[src/rtl/gpirq_pkg.sv]
package gpirq_pkg;

  localparam int unsigned ADDR_W = 8;

  localparam logic [ADDR_W-1:0] OFF_ENABLE = 8'h30;
  localparam logic [ADDR_W-1:0] OFF_MASK   = 8'h34;
  localparam logic [ADDR_W-1:0] OFF_TYPE   = 8'h38;
  localparam logic [ADDR_W-1:0] OFF_POL    = 8'h3c;
  localparam logic [ADDR_W-1:0] OFF_STATUS = 8'h40;
  localparam logic [ADDR_W-1:0] OFF_ACK    = 8'h4c;

  // {type, polarity}
  typedef enum logic [1:0] {
    TRIG_LEVEL_LOW  = 2'b00,
    TRIG_LEVEL_HIGH = 2'b01,
    TRIG_EDGE_FALL  = 2'b10,
    TRIG_EDGE_RISE  = 2'b11
  } trig_e;

endpackage

[src/rtl/gpirq_rstsync.sv]
module gpirq_rstsync (
  input  logic clk,
  input  logic rst_n,
  output logic rst_sync_n
);

  logic [1:0] stage_q;
  logic [1:0] stage_d;

  always_comb begin
    stage_d = {stage_q[0], 1'b1};
  end

  always_ff @(posedge clk or negedge rst_n) begin
    if (!rst_n) begin
      stage_q <= 2'b00;
    end else begin
      stage_q <= stage_d;
    end
  end

  assign rst_sync_n = stage_q[1];

endmodule

[src/rtl/gpirq_sync.sv]
module gpirq_sync #(
  parameter int unsigned NPIN = 8
) (
  input  logic            clk,
  input  logic            rst_n,
  input  logic [NPIN-1:0] din,
  output logic [NPIN-1:0] lvl,
  output logic [NPIN-1:0] rise,
  output logic [NPIN-1:0] fall
);

  logic [NPIN-1:0] meta_q;
  logic [NPIN-1:0] sync_q;
  logic [NPIN-1:0] prev_q;

  always_ff @(posedge clk or negedge rst_n) begin
    if (!rst_n) begin
      meta_q <= '0;
      sync_q <= '0;
      prev_q <= '0;
    end else begin
      meta_q <= din;
      sync_q <= meta_q;
      prev_q <= sync_q;
    end
  end

  always_comb begin
    lvl  = sync_q;
    rise = sync_q & ~prev_q;
    fall = ~sync_q & prev_q;
  end

endmodule

[src/rtl/gpirq_cell.sv]
module gpirq_cell
  import gpirq_pkg::*;
(
  input  logic clk,
  input  logic rst_n,
  input  logic en,
  input  logic typ,
  input  logic pol,
  input  logic lvl,
  input  logic rise,
  input  logic fall,
  input  logic ack,
  output logic latch_q,
  output logic pend
);

  trig_e mode;
  logic  hit;
  logic  lvl_act;
  logic  latch_d;
  logic  latch_ce;

  always_comb begin
    mode    = trig_e'({typ, pol});
    hit     = 1'b0;
    lvl_act = 1'b0;
    unique case (mode)
      TRIG_LEVEL_LOW:  lvl_act = ~lvl;
      TRIG_LEVEL_HIGH: lvl_act = lvl;
      TRIG_EDGE_FALL:  hit     = fall;
      TRIG_EDGE_RISE:  hit     = rise;
      default:         hit     = 1'b0;
    endcase
  end

  // A new event wins over an acknowledge in the same cycle.
  always_comb begin
    latch_d = latch_q;
    if (!en || !typ) begin
      latch_d = 1'b0;
    end else if (hit) begin
      latch_d = 1'b1;
    end else if (ack) begin
      latch_d = 1'b0;
    end
    latch_ce = (latch_d != latch_q);
  end

  always_ff @(posedge clk or negedge rst_n) begin
    if (!rst_n) begin
      latch_q <= 1'b0;
    end else if (latch_ce) begin
      latch_q <= latch_d;
    end
  end

  always_comb begin
    pend = typ ? latch_q : (en & lvl_act);
  end

endmodule

[src/rtl/gpirq_regs.sv]
module gpirq_regs
  import gpirq_pkg::*;
#(
  parameter int unsigned NPIN   = 8,
  parameter int unsigned DATA_W = 32
) (
  input  logic              clk,
  input  logic              rst_n,
  input  logic              psel,
  input  logic              penable,
  input  logic              pwrite,
  input  logic [ADDR_W-1:0] paddr,
  input  logic [DATA_W-1:0] pwdata,
  input  logic [NPIN-1:0]   status,
  output logic [DATA_W-1:0] prdata,
  output logic [NPIN-1:0]   en_q,
  output logic [NPIN-1:0]   msk_q,
  output logic [NPIN-1:0]   typ_q,
  output logic [NPIN-1:0]   pol_q,
  output logic [NPIN-1:0]   ack
);

  logic            wr;
  logic            rd;
  logic [NPIN-1:0] wbits;
  logic            en_we, msk_we, typ_we, pol_we;
  logic [NPIN-1:0] en_d, msk_d, typ_d, pol_d;

  always_comb begin
    wr     = psel & penable & pwrite;
    rd     = psel & ~pwrite;
    wbits  = pwdata[NPIN-1:0];
    en_we  = wr && (paddr == OFF_ENABLE);
    msk_we = wr && (paddr == OFF_MASK);
    typ_we = wr && (paddr == OFF_TYPE);
    pol_we = wr && (paddr == OFF_POL);
    en_d   = wbits;
    msk_d  = wbits;
    typ_d  = wbits;
    pol_d  = wbits;
    ack    = (wr && (paddr == OFF_ACK)) ? wbits : '0;
  end

  always_ff @(posedge clk or negedge rst_n) begin
    if (!rst_n) begin
      en_q <= '0;
    end else if (en_we) begin
      en_q <= en_d;
    end
  end

  always_ff @(posedge clk or negedge rst_n) begin
    if (!rst_n) begin
      msk_q <= '0;
    end else if (msk_we) begin
      msk_q <= msk_d;
    end
  end

  always_ff @(posedge clk or negedge rst_n) begin
    if (!rst_n) begin
      typ_q <= '0;
    end else if (typ_we) begin
      typ_q <= typ_d;
    end
  end

  always_ff @(posedge clk or negedge rst_n) begin
    if (!rst_n) begin
      pol_q <= '0;
    end else if (pol_we) begin
      pol_q <= pol_d;
    end
  end

  always_comb begin
    prdata = '0;
    if (rd) begin
      unique case (paddr)
        OFF_ENABLE: prdata[NPIN-1:0] = en_q;
        OFF_MASK:   prdata[NPIN-1:0] = msk_q;
        OFF_TYPE:   prdata[NPIN-1:0] = typ_q;
        OFF_POL:    prdata[NPIN-1:0] = pol_q;
        OFF_STATUS: prdata[NPIN-1:0] = status;
        default:    prdata = '0;
      endcase
    end
  end

endmodule

[src/rtl/gpirq_top.sv]
module gpirq_top
  import gpirq_pkg::*;
#(
  parameter int unsigned NPIN   = 8,
  parameter int unsigned DATA_W = 32
) (
  input  logic              clk,
  input  logic              rst_n,
  input  logic              psel,
  input  logic              penable,
  input  logic              pwrite,
  input  logic [ADDR_W-1:0] paddr,
  input  logic [DATA_W-1:0] pwdata,
  output logic [DATA_W-1:0] prdata,
  input  logic [NPIN-1:0]   pin_in,
  output logic              irq_out
);

  logic            rst_core_n;
  logic [NPIN-1:0] lvl, rise, fall;
  logic [NPIN-1:0] en_q, msk_q, typ_q, pol_q, ack;
  logic [NPIN-1:0] latch_q, pend, status;

  gpirq_rstsync u_rst (
    .clk        (clk),
    .rst_n      (rst_n),
    .rst_sync_n (rst_core_n)
  );

  gpirq_sync #(.NPIN(NPIN)) u_sync (
    .clk   (clk),
    .rst_n (rst_core_n),
    .din   (pin_in),
    .lvl   (lvl),
    .rise  (rise),
    .fall  (fall)
  );

  gpirq_regs #(.NPIN(NPIN), .DATA_W(DATA_W)) u_regs (
    .clk     (clk),
    .rst_n   (rst_core_n),
    .psel    (psel),
    .penable (penable),
    .pwrite  (pwrite),
    .paddr   (paddr),
    .pwdata  (pwdata),
    .status  (status),
    .prdata  (prdata),
    .en_q    (en_q),
    .msk_q   (msk_q),
    .typ_q   (typ_q),
    .pol_q   (pol_q),
    .ack     (ack)
  );

  for (genvar i = 0; i < NPIN; i++) begin : g_pin
    gpirq_cell u_cell (
      .clk     (clk),
      .rst_n   (rst_core_n),
      .en      (en_q[i]),
      .typ     (typ_q[i]),
      .pol     (pol_q[i]),
      .lvl     (lvl[i]),
      .rise    (rise[i]),
      .fall    (fall[i]),
      .ack     (ack[i]),
      .latch_q (latch_q[i]),
      .pend    (pend[i])
    );
  end

  always_comb begin
    status  = pend & en_q & ~msk_q;
    irq_out = |status;
  end

endmodule

[config.mk]
export PLATFORM = sky130hd
export DESIGN_NAME = gpirq_top
export DESIGN_NICKNAME = d
export VERILOG_FILES = /design/src/rtl/gpirq_pkg.sv /design/src/rtl/gpirq_rstsync.sv /design/src/rtl/gpirq_sync.sv /design/src/rtl/gpirq_cell.sv /design/src/rtl/gpirq_regs.sv /design/src/rtl/gpirq_top.sv
export SDC_FILE = /design/constraint.sdc
export NUM_CORES = 1
export LEC_CHECK = 0
export ABC_CLOCK_PERIOD_IN_PS = 3750
export BUFFER_PORTS_ARGS = -buffer_cell sky130_fd_sc_hd__buf_2
export CORE_ASPECT_RATIO = 1.4
export CORE_MARGIN = 1
export CORE_UTILIZATION = 50
export CTS_CLUSTER_SIZE = 16
export DETAILED_ROUTE_END_ITERATION = 10
export PLACE_DENSITY = 0.76
export SLEW_MARGIN = 30
export SYNTH_ARGS = -nofsm -noshare
export SYNTH_HDL_FRONTEND = slang
export SYNTH_HIERARCHICAL = 1
export SYNTH_SLANG_ARGS = --single-unit
[constraint.sdc]
create_clock -name clk -period 3.75 [get_ports clk]
set_clock_uncertainty 0.1 [all_clocks]
set_input_delay 0.1875 -clock clk [delete_from_list [all_inputs] [get_ports clk]]
set_output_delay 0.1875 -clock clk [all_outputs]
set_load 0.03 [all_outputs]
==> impl_metrics.json <==
{
  "core-area_um2": 6610,
  "ys_seq_elements": 66,
  "vdd.ir_drop.worst_mv": 0.232,
  "finalCritPeriodShare_pct": 61.1,
  "hold_viol": 0,
  "status": "finished, final reports clean",
  "switching_share_pct": 23.6,
  "min_to": "u_regs/pol_q[3]",
  "synthArstFlopShare_pct": 100,
  "gr-usage-all-layers_pct": 20.3,
  "vias": 2335,
  "final_common_cell": "dfrtp_1",
  "syn_area_um2": 3440,
  "crit_fanout": 4,
  "r2r_slack_ps": 2420,
  "clockPowerShare_pct": 40.6,
  "ys.flop_type": "dfrtp_1",
  "cts-resized-gates": 0,
  "r2r_cells": 1,
  "nets": 415,
  "start_kind": "flop",
  "avgSynthCellArea_um2": 11.1,
  "layout-drive-gt1-share_pct": 31.1,
  "drv_slew": 0,
  "synth-xor-area-share_pct": 2.04,
  "synth_top_family_by_area": "simple AND/OR/NAND/NOR gates",
  "pwr-share-seq_pct": 51.7,
  "rr_startpoint": "u_rst/stage_q[1]",
  "cap_viol_max_count": 0,
  "place_hpwl_um": 4680,
  "placed_cell_area_um2": 3630,
  "p_sw_mw": 0.343,
  "dr.pass1.iters": 4,
  "synthCells": 310,
  "avgRoutedWirePerCell_um": 14.4,
  "die_area_um2": 7220,
  "period_minus_slack_ps": 2290,
  "io_pins": 86,
  "synth_mux_area_share_pct": 16.9,
  "end_kind": "output pin",
  "viasPerCell": 5.10,
  "synthAdderAreaFrac_pct": 0,
  "gp_congestion": 0.795,
  "final_cell_mix": "dfrtp_1 (65), buf_2 (37), nand2_1 (30), mux2_2 (30), conb_1 (25)",
  "wl_um": 6590,
  "synth_cell_types": 35,
  "hold-path-cell-count": 2,
  "critPathRequiredTime_ps": 3460,
  "cp_data_arrival_time_ps": 2010,
  "die_h_um": 100,
  "grt_first_pass_wirelength_um": 10800,
  "synth_compound_area_share_pct": 6.59,
  "worstMarginPinSlew_ps": 821,
  "cts_setup_buffers": 0,
  "grt_overflow": 0,
  "synth-simple-area-share_pct": 19.4,
  "max_freq_mhz": 436,
  "ys_seq_area_share_pct": 48.0,
  "die_w_um": 72.1,
  "rows": 35,
  "rsz0062_at_grt": "false",
  "clk_latency_ps": 350,
  "r2r-end": "u_regs/typ_q[5]",
  "fin_area_um2": 3910,
  "start_util_pct": 52.0,
  "setup_tns_ps": 0,
  "worst_hold_startpoint": "pwdata[3]",
  "setup_viol": 0,
  "combinationalPowerShare_pct": 7.6,
  "grt_pass1_vias": 2233,
  "power_density_nw_per_um2": 371,
  "grt_max_degree": 39,
  "root_buffer": "clkbuf_8",
  "drt.antenna.violating_nets": 0,
  "yosysWarnings": 6,
  "drc": 0,
  "min_path_type": "input port to flop",
  "path_clk_slew_ps": 70,
  "clkSinkCount": 66,
  "synth_edf_count": 0,
  "drtIter0Drc": 109,
  "cts_buffers": 9,
  "cts_tree": "built",
  "leakage_nw": 1.94,
  "grt_antenna_before_repair": 0,
  "p_total_mw": 1.45,
  "h-tree-depth": 3,
  "path_class": "flop to output pin",
  "relSlewSlack_pct": 45.3,
  "internal_power_mw": 1.11,
  "n_antenna_cell": 0,
  "max-clock-path-buffers": 2,
  "numPortBuffers": 37,
  "area_delta_synth_final_pct": 13.8
}
==> worst max-delay path by stage <==
stage / cells past startpoint / end / start / slack, ps
after floorplan: 0 / g_pin[0].u_cell/latch_q / u_rst/stage_q[1] / 1680
after global placement: 6 / prdata[1] / paddr[7] / 1520
after detailed placement: 6 / prdata[1] / paddr[6] / 1530
after CTS: 8 / prdata[1] / u_regs/pol_q[1] / 1450
after global routing: 8 / prdata[4] / u_regs/pol_q[4] / 1320
final: 6 / irq_out / u_regs/pol_q[0] / 1460
==> state kept, by name (all words and copies together), names as in the netlist <==
| signal | count |
|---|---|
| u_regs/msk_q | 8 |
| u_regs/typ_q | 8 |
| g_pin.u_cell/latch_q | 8 |
| u_regs/pol_q | 8 |
| u_rst/stage_q | 2 |
| u_sync/lvl | 8 |
| u_sync/meta_q | 8 |
| u_regs/en_q | 8 |
| u_sync/prev_q | 8 |
==> metrics by stage <==
| stage | setup WS [ps] | hold WS [ps] | util (%) | cells |
|---|---|---|---|---|
| after floorplan | 1680 | -208 | - | 333 |
| after global placement | 1520 | -127 | 54.9 | 434 |
| after detailed placement | 1530 | -125 | 54.9 | 434 |
| after CTS | 1450 | 20.2 | 59.2 | 458 |
| after global routing | 1320 | 25.2 | 59.2 | 458 |
| final | 1460 | 30.9 | 59.2 | 458 |
==> power by group through the flow <==
stage / Clock [mW] / Combinational [mW] / Sequential (mW)
after global placement: 0 / 0.102 / 0.765
after CTS: 0.607 / 0.111 / 0.753
final: 0.591 / 0.111 / 0.752
after floorplan: 0 / 0.0894 / 0.764
after detailed placement: 0 / 0.104 / 0.766
after global routing: 0.644 / 0.121 / 0.756
==> cells by family (layout without fill, tap and decap cells) <==
logic type | count (synthesis) | in the layout
compound gates | 39 | 39
xor+xnor | 8 | 8
buf+inv | 35 | 68
flops | 66 | 66
mux | 49 | 49
other cells | 2 | 25
simple gates | 111 | 111
==> metal layers <==
layer | share of wire [%] | vias to the layer above | track usage [%]
li1 | - | 1121 | -
met1 | 43 | 1140 | 25.4
met2 | 51 | 64 | 33.1
met3 | 4.3 | 10 | 5.02
met4 | 1.5 | 0 | 8.60
met5 | 0 | - | 0
==> cell usage after synthesis (6+ instances only) <==
library cell	n	share of area, %
a21oi_1	15	2.2
a22o_1	6	1.5
and2_1	9	1.6
and2b_2	16	4.1
and3_1	14	2.5
buf_4	24	5.2
dfrtp_1	66	48
mux2_2	30	9.8
mux2_4	8	3.5
mux2i_1	10	2.9
nand2_1	30	3.3
nand2b_1	17	3.1
nor2_1	8	0.87
o21ai_0	6	0.87
o21ai_1	9	1.3
xor2_1	8	2.0
==> worst max-delay path, cell delays in order (launching register included) <==
cell and delay (ps):
dfrtp_1 440, xor2_1 210, o21ai_1 110, nand3b_1 130, nand4_1 90, or4_1 490, buf_2 200
==> repair_timing <==
item                                   in CTS  in global routing
hold buffers                                9                  0
setup endpoints to repair                   0                  0
endpoints found under the hold margin      10                  0
==> final cells by class <==
class,count,area (um^2)
Fill cell,565,2700
Sequential cell,66,1650
Multi-Input combinational cell,232,1640
Timing Repair Buffer,49,298
Clock buffer,12,155
Tap cell,92,115
Clock inverter,3,40.0
Inverter,4,15.0
(Power assumes the default switching activity.)
